File: config.mk
export PLATFORM = sky130hd
export DESIGN_NAME = wa_policy_unit
export DESIGN_NICKNAME = d
export VERILOG_FILES = /design/src/rtl/wa_pkg.sv /design/src/rtl/wa_ctrl_reg.sv /design/src/rtl/wa_limit_cmp.sv /design/src/rtl/wa_policy_unit.sv
export SDC_FILE = /design/constraint.sdc
export NUM_CORES = 1
export LEC_CHECK = 0
export BUFFER_PORTS_ARGS = -buffer_cell sky130_fd_sc_hd__buf_2
export CAP_MARGIN = 20
export CORE_MARGIN = 3
export CORE_UTILIZATION = 30
export DETAILED_ROUTE_END_ITERATION = 7
export PLACE_DENSITY = 0.82
export SLEW_MARGIN = 10
export SYNTH_ARGS = -nofsm -noshare
export SYNTH_HDL_FRONTEND = slang
export SYNTH_SLANG_ARGS = --single-unit
File: constraint.sdc
create_clock -name clk -period 1.65 [get_ports clk]
set_input_delay 0.0825 -clock clk [delete_from_list [all_inputs] [get_ports clk]]
set_output_delay 0.0825 -clock clk [all_outputs]
set_load 0.03 [all_outputs]
File: src/rtl/wa_pkg.sv
// Shared constants and types for the write-allocate policy unit.
// Assumes a 32-bit physical address and a 64-bit control register.
package wa_pkg;
    localparam int REG_W       = 64;
    localparam int ADDR_W      = 32;
    localparam int LIMIT_LSB   = 22;   // one limit unit = 4 Mbytes
    localparam int LIMIT_W     = 10;
    localparam int WIN_EN_BIT  = 16;
    localparam int WIN_MB      = 15;   // window base, in Mbytes

    // Per-request qualifier flags
    typedef struct packed {
        logic miss;
        logic page_hint;
        logic sector_hint;
        logic no_alloc;
    } wa_flags_t;
endpackage

File: src/rtl/wa_ctrl_reg.sv
// Write-handling control register: keeps only the limit field and the
// window enable; all other bits stay zero. Assumes single-cycle writes.
module wa_ctrl_reg #(
    parameter int REG_W      = wa_pkg::REG_W,
    parameter int LIMIT_LSB  = wa_pkg::LIMIT_LSB,
    parameter int LIMIT_W    = wa_pkg::LIMIT_W,
    parameter int WIN_EN_BIT = wa_pkg::WIN_EN_BIT
) (
    input  logic               clk,
    input  logic               rst_n,
    input  logic               wr_en,
    input  logic [REG_W-1:0]   wr_data,
    output logic [REG_W-1:0]   rd_data,
    output logic [LIMIT_W-1:0] limit_field,
    output logic               win_en
);
    localparam logic [REG_W-1:0] FIELD_MASK =
        {{(REG_W-LIMIT_W){1'b0}}, {LIMIT_W{1'b1}}} << LIMIT_LSB;
    localparam logic [REG_W-1:0] EN_MASK =
        {{(REG_W-1){1'b0}}, 1'b1} << WIN_EN_BIT;
    localparam logic [REG_W-1:0] KEEP_MASK = FIELD_MASK | EN_MASK;

    logic [REG_W-1:0] reg_q;

    // Register storage: reset to zero, writes keep only implemented bits
    always_ff @(posedge clk) begin
        if (!rst_n)
            reg_q <= '0;
        else if (wr_en)
            reg_q <= wr_data & KEEP_MASK;
    end

    // Field extraction for the decision logic
    always_comb begin
        rd_data     = reg_q;
        limit_field = reg_q[LIMIT_LSB +: LIMIT_W];
        win_en      = reg_q[WIN_EN_BIT];
    end

    // A write appears on the read port, masked, in the next cycle
    assert_write_masked_R2: assert property (@(posedge clk) disable iff (!rst_n)
        wr_en |=> (rd_data == ($past(wr_data) & KEEP_MASK)));
    // Without a write the register holds its value
    assert_hold_R2: assert property (@(posedge clk) disable iff (!rst_n)
        !wr_en |=> $stable(rd_data));
endmodule

File: src/rtl/wa_limit_cmp.sv
// Limit comparator: reports that an address is below the programmed
// limit and is not excluded by a disabled 15-16 Mbyte window.
// Assumes the window is exactly 1 Mbyte and lies within the address space.
module wa_limit_cmp #(
    parameter int ADDR_W    = wa_pkg::ADDR_W,
    parameter int LIMIT_LSB = wa_pkg::LIMIT_LSB,
    parameter int LIMIT_W   = wa_pkg::LIMIT_W,
    parameter int WIN_MB    = wa_pkg::WIN_MB,
    parameter bit HAS_WIN   = 1'b1
) (
    input  logic [ADDR_W-1:0]  addr,
    input  logic [LIMIT_W-1:0] limit_field,
    input  logic               win_en,
    output logic               limit_ok
);
    localparam int UPPER_W  = ADDR_W - LIMIT_LSB;
    localparam int CMP_W    = (UPPER_W > LIMIT_W) ? UPPER_W : LIMIT_W;
    localparam int MB_SHIFT = 20;
    localparam int MB_W     = ADDR_W - MB_SHIFT;

    logic [CMP_W-1:0] addr_units;
    logic [CMP_W-1:0] lim_units;
    logic             below;
    logic             win_block;

    // Unit compare: address in 4-Mbyte units strictly below the field
    always_comb begin
        addr_units = CMP_W'(addr[ADDR_W-1:LIMIT_LSB]);
        lim_units  = CMP_W'(limit_field);
        below      = addr_units < lim_units;
    end

    generate
        if (HAS_WIN) begin : g_win
            // Window exclusion: in the window while its enable is clear
            always_comb
                win_block = (addr[ADDR_W-1:MB_SHIFT] == MB_W'(WIN_MB)) && !win_en;
        end else begin : g_nowin
            // No window variant: nothing is excluded
            always_comb win_block = 1'b0;
        end
    endgenerate

    // Combined limit verdict
    always_comb limit_ok = below && !win_block;
endmodule

File: src/rtl/wa_policy_unit.sv
// Write-allocate policy decision unit. Combines the limit verdict with
// page and sector hints, applies the disallow override and the hit
// filter, and registers the decision one cycle after the request.
// Assumes at most one request per cycle; requests see the register
// value held before any write in the same cycle.
module wa_policy_unit #(
    parameter int REG_W      = wa_pkg::REG_W,
    parameter int ADDR_W     = wa_pkg::ADDR_W,
    parameter int LIMIT_LSB  = wa_pkg::LIMIT_LSB,
    parameter int LIMIT_W    = wa_pkg::LIMIT_W,
    parameter int WIN_EN_BIT = wa_pkg::WIN_EN_BIT,
    parameter int WIN_MB     = wa_pkg::WIN_MB
) (
    input  logic              clk,
    input  logic              rst_n,
    input  logic              cfg_wr_en,
    input  logic [REG_W-1:0]  cfg_wr_data,
    output logic [REG_W-1:0]  cfg_rd_data,
    input  logic              req_valid,
    input  logic [ADDR_W-1:0] req_addr,
    input  logic              req_miss,
    input  logic              req_page_hint,
    input  logic              req_sector_hint,
    input  logic              req_no_alloc,
    output logic              dec_valid,
    output logic              dec_allocate
);
    import wa_pkg::*;

    logic [LIMIT_W-1:0] limit_field;
    logic               win_en;
    logic               limit_ok;
    wa_flags_t          flags;
    logic               alloc_d;

    wa_ctrl_reg #(
        .REG_W(REG_W), .LIMIT_LSB(LIMIT_LSB),
        .LIMIT_W(LIMIT_W), .WIN_EN_BIT(WIN_EN_BIT)
    ) i_reg (
        .clk(clk), .rst_n(rst_n),
        .wr_en(cfg_wr_en), .wr_data(cfg_wr_data),
        .rd_data(cfg_rd_data),
        .limit_field(limit_field), .win_en(win_en)
    );

    wa_limit_cmp #(
        .ADDR_W(ADDR_W), .LIMIT_LSB(LIMIT_LSB),
        .LIMIT_W(LIMIT_W), .WIN_MB(WIN_MB), .HAS_WIN(1'b1)
    ) i_cmp (
        .addr(req_addr), .limit_field(limit_field),
        .win_en(win_en), .limit_ok(limit_ok)
    );

    // Source merge: the override and the hit filter dominate all sources
    always_comb begin
        flags   = '{miss: req_miss, page_hint: req_page_hint,
                    sector_hint: req_sector_hint, no_alloc: req_no_alloc};
        alloc_d = flags.miss && !flags.no_alloc &&
                  (limit_ok || flags.page_hint || flags.sector_hint);
    end

    // Decision stage: one-cycle registered verdict with a valid pulse
    always_ff @(posedge clk) begin
        if (!rst_n) begin
            dec_valid    <= 1'b0;
            dec_allocate <= 1'b0;
        end else begin
            dec_valid    <= req_valid;
            dec_allocate <= req_valid && alloc_d;
        end
    end

    assert_valid_follows_R10: assert property (@(posedge clk) disable iff (!rst_n)
        req_valid |=> dec_valid);
    assert_idle_quiet_R10: assert property (@(posedge clk) disable iff (!rst_n)
        !req_valid |=> (!dec_valid && !dec_allocate));
    assert_hit_no_alloc_R9: assert property (@(posedge clk) disable iff (!rst_n)
        (req_valid && !req_miss) |=> !dec_allocate);
    assert_override_R8: assert property (@(posedge clk) disable iff (!rst_n)
        (req_valid && req_no_alloc) |=> !dec_allocate);
    assert_hint_alloc_R6: assert property (@(posedge clk) disable iff (!rst_n)
        (req_valid && req_miss && !req_no_alloc && (req_page_hint || req_sector_hint))
        |=> dec_allocate);
    assert_zero_limit_R5: assert property (@(posedge clk) disable iff (!rst_n)
        (req_valid && cfg_rd_data[LIMIT_LSB +: LIMIT_W] == '0 &&
         !req_page_hint && !req_sector_hint) |=> !dec_allocate);
endmodule

# Yosys cells after proc, flatten, opt, wreduce, memory -nomap -nowiden
# Index checks and enable logic that the tools add are counted.
[totals]
register_bits = 13
out_inout_bits = 66
elab_cells = 15
[op_classes]
magnitude_cmp = 1
eq_ne = 1
reduce_logical = 10
[op_table]
columns = ["cell", "count"]
rows = [
  ["equality test 12 x 4 -> 1 bit (second input constant)", 1],
  ["< comparator 10 bit", 1],
  ["logical AND 1 bit", 5],
  ["logical NOT 1 bit", 3],
  ["logical OR 1 bit", 2],
]

# Depth between registers and ports, before layout
# Gate-level depths: netlist of run 1.
[depth]
word_depth = 8
ltp_mapped = 6
mapped_depth_nobuf = 6

# Cells and area by module
# From an unflattened synthesis of run 1, not the netlist that was laid out.
[unflattened]
hier_cells = 139
area_unflattened_um2 = 1227.4
[modules_own_cells]
columns = ["mod", "instances", "cells_each", "area_per_inst_um2", "seq_area_each_um2"]
rows = [
  ["wa_ctrl_reg", 1, 100, 898.4, 220.2],
  ["wa_limit_cmp", 1, 34, 260.2, 0.0],
  ["wa_policy_unit", 1, 5, 68.8, 40.0],
]

# Worst setup path after synthesis of run 1
# OpenSTA, ideal clock, no wires.
[synth_path]
path_type = "register to register"
from = "reg i_reg.reg_q[29] (netlist: i_reg.rd_data[29])"
to = "reg dec_allocate"
setup_ps = 86
t_arrival_ps = 1546
required_time_ps = 1564
slack_ps = 18
path_stages_with_launch = 7
period_less_slack_ps = 1632
cell_sequence = "dfxtp_1 -> inv_1 -> ha_1 -> a211oi_1 -> nor2_1 -> a211o_1 -> a221oi_2"
[synth_via]
elab_chain_len = 6
[synth_lines]
columns = ["item", "line_no", "rtl"]
rows = [
  ["from (decl)", "wa_ctrl_reg.sv:23", "logic [REG_W-1:0] reg_q;"],
  ["from (signal assigned)", "wa_ctrl_reg.sv:30", "reg_q <= wr_data & KEEP_MASK;"],
  ["< comparator 10 bit", "wa_limit_cmp.sv:30", "below = addr_units < lim_units;"],
  ["logical AND 1 bit", "wa_limit_cmp.sv:45", "always_comb limit_ok = below && !win_block;"],
  ["logical OR 1 bit (2 in a row)", "wa_policy_unit.sv:59", "(limit_ok || flags.page_hint || flags.sector_hint);"],
  ["logical AND 1 bit", "wa_policy_unit.sv:58", "alloc_d = flags.miss && !flags.no_alloc &&"],
  ["logical AND 1 bit", "wa_policy_unit.sv:69", "dec_allocate <= req_valid && alloc_d;"],
  ["to (signal assigned)", "wa_policy_unit.sv:69", ""],
  ["to (decl)", "wa_policy_unit.sv:26", "output logic dec_allocate"],
]
# Every way passes these cells.
# A chain may end at the register's enable or synchronous reset.

# Worst setup path in the final report of run 1
# Ends and elaborated chain as after synthesis.

==> out/qor.yml, run 1 <==
status:
  status: "completed"
global_route:
  track_usage_pct: 8.99
  antenna_found_initial: 0
  grt_max_degree: 13
  grt_pass1_vias: 688
  grt_overflow: 0
  grt_pass1_wl_um: 3060
cells_and_area:
  fin_area_um2: 1250
  fin_nets: 288
  diodes: 0
  synthToLayoutAreaGrowth_pct: 8.72
  instances_no_fill: 220
  drive_gt1_share_pct: 28.7
floorplan:
  die_y_um: 67.8
  coreArea_um2: 3490
  row_count: 21
  initial_core_util_pct: 32.8
  die_w_um: 67.8
  die_area_um2: 4600
  io_pins: 170
run:
  drv_cap: 0
power:
  power.density_nw_per_um2: 789
  power.net_switching_uw: 401
  leakage_uw: 0.000690
  combPwrFrac_pct: 35.6
  p_int_uw: 583
  p_clk_share_pct: 29.5
  pwr-share-seq_pct: 34.9
  swShare_pct: 40.8
  ir_drop_mv: 0.384
sta:
  fin_crit_sh_pct: 94.0
  setup-violations-final: 0
  finClkSkew_ns: 0.00285
  rsz0062_at_grt: "false"
  slew_viol_final: 0
  period_minus_slack_ns: 1.55
  fmax_mhz: 645
  setup_tns_ns: 0
  finalHoldViolCount: 0
clock_network:
  clk_path_buf_depth: 2
  cts_tree: "built"
  cts_setup_buffers: 0
  ctsResizeCount: 0
  clock_latency_ns: 0.24
  cts_htree_levels: 1
  clkTransAtPathRegs_ns: 0.06
  cts_root_buffer: "clkbuf_8"
  clkSinkCount: 13
  cts_buffers: 3
  ctsHoldBuffers: 0
placed_design:
  placed_cell_area_um2: 1200
  io_buffers: 43
  placedCellCount: 216
  dp_hpwl_um: 1910
  gp_congestion: 0.704
synthesis:
  syn-instance-count: 131
  yosys.area_share.simple_pct: 13.3
  synthFlopType: "dfxtp_1"
  netlist.area_leader.share_pct: 35.3
  synth_xor_area_share_pct: 0
  ys_ff_latch: 13
  synth_area_leaders: "buf_4 (35%), dfxtp_1 (23%), ha_1 (9.8%)"
  synth_top_family_by_area: "buffers and inverters"
  synthAdderAreaFrac_pct: 9.81
  async_flop_share_pct: 0
  synth.largest_area_cell: "buf_4"
  synth_compound_area_share_pct: 5.23
  yosysSeqAreaShare_pct: 22.7
  synth_edf_count: 0
  synthMuxAreaShare_pct: 9.60
  ys_warn_count: 0
  yosys-top-cells-count: "buf_4 (54), dfxtp_1 (13), mux2i_1 (11), nor2b_1 (11)"
  avgSynthCellArea_um2: 8.76
  syn_area_um2: 1150
  yosysMostFrequentCell: "buf_4"
  yosysUniqueCellTypes: 24
hold_path:
  hp-class: "in2reg"
  min_path_cells: 2
  hp-start: "req_valid"
  holdPathEnd: "dec_valid$_SDFF_PN0_"
critical_path:
  r2r_cells: 6
  setup.worst_path.class: "reg2reg"
  arrival_ns: 1.71
  reg2reg_slack_ns: 0.1
  startpoint_type: "flop"
  reg2reg_from: "i_reg.rd_data[29]$_SDFFE_PN0P_"
  end_kind: "flop"
  crit_required_ns: 1.81
  path_max_fanout: 3
  critical_path.reg2reg.endpoint: "dec_allocate$_SDFF_PN0_"
route:
  drcViolationCount: 0
  viasPerCell: 3.70
  num_vias: 813
  detail-route-antenna-nets: 0
  dr.pass1.iters: 4
  wl_um: 2220
  drt-wirelength-per-cell_um: 10.1
  drtIter0Drc: 9
## cell families after synthesis
kind of cell,count (synthesis)
simple gates,24
flops,13
other cells,1
compound gates,8
buf+inv,65
mux,11
fa+ha+maj,9
## critical path, stage by stage (launching register included)
cell	delay [ns]
dfxtp_1	0.35
inv_1	0.05
ha_1	0.31
a211oi_1	0.23
nor2_1	0.09
a211o_1	0.24
a221oi_2	0.20
## cells in the final DEF (no fill, tap or decap), types with 3 or more instances in the layout
| cell | count |
|---|---|
| a21oi_1 | 3 |
| buf_2 | 43 |
| clkbuf_8 | 3 |
| conb_1 | 53 |
| dfxtp_1 | 13 |
| ha_1 | 9 |
| inv_1 | 9 |
| mux2i_1 | 11 |
| nand4_1 | 3 |
| nor2b_1 | 11 |
## power groups by stage
| stage | clock (µW) | combinational (µW) | sequential [µW] |
|---|---|---|---|
| floorplan | 0 | 341 | 382 |
| global placement | 0 | 345 | 351 |
| detailed placement | 0 | 350 | 351 |
| CTS | 311 | 351 | 344 |
| global route | 321 | 385 | 347 |
| finish | 290 | 351 | 344 |
## routing by layer
metal / GRT usage [%] / wire length, µm / vias up
met4: 0.744 / 6 / 0
met1: 11.1 / 906 / 345
li1: - / - / 411
met2: 15.8 / 1050 / 55
met5: 0 / 0 / -
met3: 2.96 / 256 / 2
## area by class of cell
| type | instances | area (µm²) |
|---|---|---|
| Fill cell | 375 | 2250 |
| Multi-Input combinational cell | 105 | 634 |
| Sequential cell | 13 | 260 |
| Timing Repair Buffer | 43 | 215 |
| Tap cell | 46 | 57.6 |
| Clock buffer | 3 | 41.3 |
| Inverter | 9 | 33.8 |
| Clock inverter | 1 | 5.00 |
## stage by stage
stage | hold slack, ns | setup WS (ns) | power, µW | utilization, %
after floorplan | 0.211 | 0.0179 | 722 | -
after global routing | 0.0772 | 0.0302 | 1050 | 35.7
after global placement | 0.311 | 0.161 | 696 | 34.4
after detailed placement | 0.320 | 0.136 | 701 | 34.4
after CTS | 0.0608 | 0.108 | 1010 | 35.7
final | 0.0675 | 0.0985 | 985 | 35.7
## how the worst max path moves through the flow
| stage | from | end | slack (ns) | cells past startpoint |
|---|---|---|---|---|
| 2_1_floorplan | i_reg.rd_data[29]$_SDFFE_PN0P_ | dec_allocate$_SDFF_PN0_ | 0.02 | 6 |
| 3_3_place_gp | i_reg.rd_data[29]$_SDFFE_PN0P_ | dec_allocate$_SDFF_PN0_ | 0.16 | 6 |
| 3_5_place_dp | i_reg.rd_data[29]$_SDFFE_PN0P_ | dec_allocate$_SDFF_PN0_ | 0.14 | 6 |
| 4_1_cts | i_reg.rd_data[29]$_SDFFE_PN0P_ | dec_allocate$_SDFF_PN0_ | 0.11 | 6 |
| 5_1_grt | i_reg.rd_data[29]$_SDFFE_PN0P_ | dec_allocate$_SDFF_PN0_ | 0.03 | 6 |
| 6_report | i_reg.rd_data[29]$_SDFFE_PN0P_ | dec_allocate$_SDFF_PN0_ | 0.1 | 6 |
## flip-flops by register name, indices dropped and copies added (netlist names)
signal / cells
dec_valid: 1
i_reg.rd_data: 11
dec_allocate: 1
Power figures use the tool's default switching activity.
==> run 2, diff against run 1 <==
CTS_CLUSTER_SIZE = 10   (was default)
SETUP_SLACK_MARGIN = 0.1   (was default)
==> run 2 against run 1 <==
- final cell count did not move
- fmax rose by 7.2%
- non-clock buffer count did not move
- via count rose by 1.8%
- register-to-register slack improved by 0.10 ns
- die area did not move
- sequential cell count did not move
- sequential power barely moved
==> out/qor.yml, run 2 (same netlist as run 1, synthesis figures left out) <==
power:
  leakage_uw: 0.000690  # about the same
  power_uw: 992  # +0.79%
  power.density_nw_per_um2: 784  # -0.71%
  ir_drop_mv: 0.348  # -9.5%
cells_and_area:
  fin_util_pct: 36.2  # +0.54 points
  drive_gt1_share_pct: 30.5  # +1.7 points
  diodes: 0  # unchanged
  layout_commonest_cell: "conb_1"
  synthToLayoutAreaGrowth_pct: 10.4
  layout_common_cells: "conb_1 (53), buf_2 (43), mux2i_1 (11), nor2b_1 (11), dfxtp_1 (11)"
  fin_nets: 288  # unchanged
  instances_no_fill: 220  # unchanged
  largest_register_ffs: 11  # unchanged
clock_network:
  clock_latency_ns: 0.24  # about the same
  clk_path_buf_depth: 2  # unchanged
  cts_buffers: 3  # unchanged
  clkTransAtPathRegs_ns: 0.06  # about the same
  ctsHoldBuffers: 0  # unchanged
  clkSinkCount: 13  # unchanged
  cts_htree_levels: 1  # unchanged
  cts_tree: "built"
  cts_root_buffer: "clkbuf_8"
placed_design:
  dp_slack_ns: 0.156  # +0.0202 ns
  io_buffers: 43  # unchanged
  placedCellCount: 216  # unchanged
  dp_hpwl_um: 1950  # +2.1%
  gp_congestion: 0.850  # +21%
hold_path:
  holdPathEnd: "dec_valid$_SDFF_PN0_"
  min_path_cells: 2  # unchanged
  hp-start: "req_valid"
  hp-class: "in2reg"
sta:
  setup-violations-final: 0  # unchanged
  setup_tns_ns: 0  # unchanged
  slew_viol_final: 0  # unchanged
  fmax_mhz: 691  # +7.2%
  finClkSkew_ns: 0.00336  # +0.000507 ns
  rsz0062_at_grt: "false"
  finalHoldViolCount: 0  # unchanged
  setup_ws_ns: 0.203  # +0.104 ns
  fin_crit_sh_pct: 87.7  # -6.3 points
  period_minus_slack_ns: 1.45  # -0.104 ns
critical_path:
  crit_required_ns: 1.80  # about the same
  reg2reg_from: "i_reg.rd_data[28]$_SDFFE_PN0P_"
  startpoint: "i_reg.rd_data[28]$_SDFFE_PN0P_"
  r2r_cells: 6  # unchanged
  arrival_ns: 1.60  # -0.11 ns
  end_kind: "flop"
  reg2reg_slack_ns: 0.20  # +0.10 ns
  startpoint_type: "flop"
  critical_path.reg2reg.endpoint: "dec_allocate$_SDFF_PN0_"
  path_max_fanout: 3  # unchanged
  setup.worst_path.class: "reg2reg"
floorplan:
  io_pins: 170  # unchanged
  row_count: 21  # unchanged
  coreArea_um2: 3490  # unchanged
  initial_core_util_pct: 32.8  # unchanged
  die_y_um: 67.8  # unchanged
  die_w_um: 67.8  # unchanged
  die_area_um2: 4600  # unchanged
global_route:
  track_usage_pct: 9.34  # +0.35 points
  grt_overflow: 0  # unchanged
  grt_pass1_wl_um: 3160  # +3.4%
  grt_pass1_vias: 703  # +2.2%
  grt_max_degree: 13  # unchanged
  antenna_found_initial: 0  # unchanged
run:
  drv_cap: 0  # unchanged
route:
  drcViolationCount: 0  # unchanged
  wl_um: 2350  # +5.9%
  dr.pass1.iters: 4  # unchanged
  detail-route-antenna-nets: 0  # unchanged
  num_vias: 828  # +1.8%
  viasPerCell: 3.76  # +1.8%
  drtIter0Drc: 8  # -1
  drt-wirelength-per-cell_um: 10.7  # +5.9%
status:
  status: "completed"
[run 2: cell count changes in the layout (fill, tap and decap cells not counted), sizes merged]
cell    delta
clkbuf     +1
clkinv     -1
[run 2: critical path: stages, from the launching register on]
cell      delay (ns)
dfxtp_1         0.35
inv_1           0.07
ha_1            0.20
a211oi_2        0.22
nor2_1          0.07
a211o_1         0.24
a221oi_2        0.21
[run 2: worst max path at each step]
stage | end | cells past startpoint | slack (ns)
after floorplan | dec_allocate$_SDFF_PN0_ | 6 | 0.11
after global placement | dec_allocate$_SDFF_PN0_ | 6 | 0.20
after detailed placement | dec_allocate$_SDFF_PN0_ | 6 | 0.16
after CTS | dec_allocate$_SDFF_PN0_ | 6 | 0.13
after global routing | dec_allocate$_SDFF_PN0_ | 6 | 0.11
final | dec_allocate$_SDFF_PN0_ | 6 | 0.20
[run 2: routing by layer]
| metal | up-vias | global-route usage [%] | share of wire [%] |
|---|---|---|---|
| li1 | 410 | - | - |
| met1 | 362 | 10.5 | 36 |
| met2 | 56 | 16.5 | 51 |
| met3 | 0 | 4.11 | 13 |
| met4 | 0 | 1.49 | 0 |
| met5 | - | 0 | 0 |
[run 2: power by group]
part / leakage (µW) / switching (µW) / internal, µW / total [µW]
clock network: 0.0000228 / 118 / 171 / 288
registers: 0.000108 / 10.7 / 333 / 343
logic: 0.000559 / 271 / 89.8 / 361
total: 0.000690 / 399 / 593 / 992
[run 2: stage by stage]
step	area, µm²	hold WS [ns]
floorplan	1350	0.211
global placement	1200	0.310
detailed placement	1200	0.318
CTS	1250	0.0622
global route	1270	0.0971
finish	1270	0.0734
[run 2: timing repair]
item / in CTS / in global routing
endpoints found under the setup margin: 0 / 1
buffers inserted: 0 / 0
resized for setup: 0 / 2
endpoints found under the hold margin: 0 / 0
[run 2: cell type report]
class                   count  area, µm²
clock buffers               4       45.0
flip-flops and latches     13        263
repair buffers             43        215
fillers                   390       2230
inverters                   9       33.8
well taps                  46       57.6
multi-input cells         105        652
==> run 3, diff against run 2 <==
GPL_TIMING_DRIVEN = 0   (was default)
clock period = 1.6 ns   (was 1.65 ns; I/O delays follow)
==> run 3 against run 2 <==
- final area grew 35%
- wire length grew 7.5%
- die area is the same
- utilization grew 13 points
- non-clock buffer count grew 58
- critical path depth is the same
- hold slack gained 0.012 ns
- total power grew 15%
- first-iteration DRC count grew 13%
- sequential share of layout area shrank 5.1 points
- sequential cell count is the same
- sequential power grew 3%
- highest routed layer is now met4
==> out/qor.yml, run 3 (same netlist as run 1, synthesis figures left out) <==
status:
  status: "completed"
critical_path:
  path_max_fanout: 2  # -1
  startpoint_type: "flop"
  critical_path.reg2reg.endpoint: "dec_allocate$_SDFF_PN0_"
  startpoint: "i_reg.rd_data[30]$_SDFFE_PN0P_"
  r2r_cells: 6  # unchanged
  reg2reg_slack_ns: 0.16  # -0.05 ns
  reg2reg_from: "i_reg.rd_data[30]$_SDFFE_PN0P_"
  crit_required_ns: 1.76  # -0.04 ns
  setup.worst_path.class: "reg2reg"
  arrival_ns: 1.60  # about the same
  setup.worst_path.end: "dec_allocate$_SDFF_PN0_"
  end_kind: "flop"
global_route:
  grt_pass1_vias: 840  # +19%
  grt_max_degree: 11  # -2
  antenna_found_initial: 0  # unchanged
  grt_pass1_wl_um: 3580  # +13%
  grt_overflow: 0  # unchanged
  track_usage_pct: 10.2  # +0.85 points
route:
  dr.pass1.iters: 3  # -1
  drtIter0Drc: 9  # +1
  detail-route-antenna-nets: 0  # unchanged
  drcViolationCount: 0  # unchanged
  num_vias: 964  # +16%
  drt-wirelength-per-cell_um: 9.10  # -15%
  wl_um: 2530  # +7.5%
  viasPerCell: 3.47  # -7.9%
clock_network:
  clkSinkCount: 13  # unchanged
  clock_latency_ns: 0.24  # about the same
  cts_tree: "built"
  cts_buffers: 3  # unchanged
  ctsHoldBuffers: 0  # unchanged
  clkTransAtPathRegs_ns: 0.06  # about the same
  clk_path_buf_depth: 2  # unchanged
  cts_root_buffer: "clkbuf_8"
  cts_htree_levels: 1  # unchanged
power:
  p_clk_share_pct: 26.2  # -2.9 points
  p_int_uw: 703  # +18%
  leakage_uw: 0.00100  # +46%
  swShare_pct: 38.4  # -1.8 points
  pwr-share-seq_pct: 31.1  # -3.5 points
  ir_drop_mv: 0.382  # +9.9%
  power.density_nw_per_um2: 666  # -15%
  combPwrFrac_pct: 42.7  # +6.4 points
  power.net_switching_uw: 438  # +9.8%
floorplan:
  die_area_um2: 4600  # unchanged
  initial_core_util_pct: 32.8  # unchanged
  row_count: 21  # unchanged
  coreArea_um2: 3490  # unchanged
  io_pins: 170  # unchanged
  die_w_um: 67.8  # unchanged
  die_y_um: 67.8  # unchanged
placed_design:
  placed_cell_area_um2: 1620  # +35%
  dp_slack_ns: 0.123  # -0.0335 ns
  gp_congestion: 0.813  # -4.4%
  io_buffers: 43  # unchanged
  dp_hpwl_um: 2260  # +16%
cells_and_area:
  drive_gt1_share_pct: 50.0  # +20 points
  synthToLayoutAreaGrowth_pct: 49.2
  diodes: 0  # unchanged
  final.fill_count: 361  # -7.4%
  largest_register_ffs: 11  # unchanged
  layout_commonest_cell: "buf_4"
  multi_input_area_um2: 662  # +1.5%
  fin_area_um2: 1710  # +35%
  layout_common_cells: "buf_4 (56), conb_1 (53), buf_2 (44)"
  regArea_um2: 268  # +1.9%
  fin_nets: 346  # +20%
sta:
  setup-violations-final: 0  # unchanged
  finClkSkew_ns: 0.00707  # +0.00371 ns
  fin_crit_sh_pct: 90.3  # +2.5 points
  setup_ws_ns: 0.156  # -0.0469 ns
  rsz0062_at_grt: "true"
  setup_tns_ns: 0  # unchanged
  fmax_mhz: 692  # +0.21%
  slew_viol_final: 0  # unchanged
  finalHoldViolCount: 0  # unchanged
  period_minus_slack_ns: 1.44  # -0.00310 ns
hold_path:
  min_path_cells: 2  # unchanged
  hp-class: "in2reg"
  hp-start: "rst_n"
run:
  drv_cap: 0  # unchanged
-- run 3: worst min-delay path by stage --
stage                     slack (ns)                        endpoint
after global placement          0.31  i_reg.rd_data[22]$_SDFFE_PN0P_
final                           0.09  i_reg.rd_data[22]$_SDFFE_PN0P_
after detailed placement        0.34  i_reg.rd_data[22]$_SDFFE_PN0P_
after floorplan                 0.21  i_reg.rd_data[22]$_SDFFE_PN0P_
after global routing            0.10            dec_valid$_SDFF_PN0_
after CTS                       0.09  i_reg.rd_data[27]$_SDFFE_PN0P_
-- run 3: final cells by class --
cell class                      count  share of cell area [%]
Tap cell                           46                    3.36
Buffer                             56                    24.2
Sequential cell                    13                    15.6
Clock inverter                      1                   0.292
Clock buffer                        3                    2.41
Inverter                            9                    1.97
Multi-Input combinational cell    105                    38.7
Timing Repair Buffer               45                    13.5
-- run 3: critical path, stage by stage (launching register included) --
cell      delay, ns
dfxtp_2        0.33
inv_1          0.04
ha_1           0.30
o21ai_1        0.13
nor2_1         0.06
a211o_1        0.28
a221oi_2       0.22
-- run 3: stage by stage --
| stage | hold WS, ns | power, µW | util (%) | instances |
|---|---|---|---|---|
| after global placement | 0.312 | 819 | 46.4 | 272 |
| after detailed placement | 0.335 | 826 | 46.4 | 272 |
| after floorplan | 0.208 | 745 | - | 183 |
| final | 0.0856 | 1140 | 49.0 | 278 |
| after CTS | 0.0864 | 1130 | 47.7 | 276 |
| after global routing | 0.102 | 1210 | 49.0 | 278 |
-- run 3: timing repair --
item,in CTS,in global routing
buffers inserted,0,2
gates resized for setup,0,7
setup endpoints to repair,0,1
-- run 3: power groups by stage --
stage	clock [µW]	sequential, µW	combinational [µW]
4_1_cts	308	355	466
3_3_place_gp	0	361	458
2_1_floorplan	0	394	351
3_5_place_dp	0	362	464
5_1_grt	320	358	530
6_report	299	355	487
-- run 3: per-layer routing --
metal,GRT usage (%),vias up,share of wire [%]
li1,-,525,-
met1,11.1,385,38
met2,19.2,52,49
met3,3.61,2,12
met4,1.49,0,0.40
met5,0,-,0
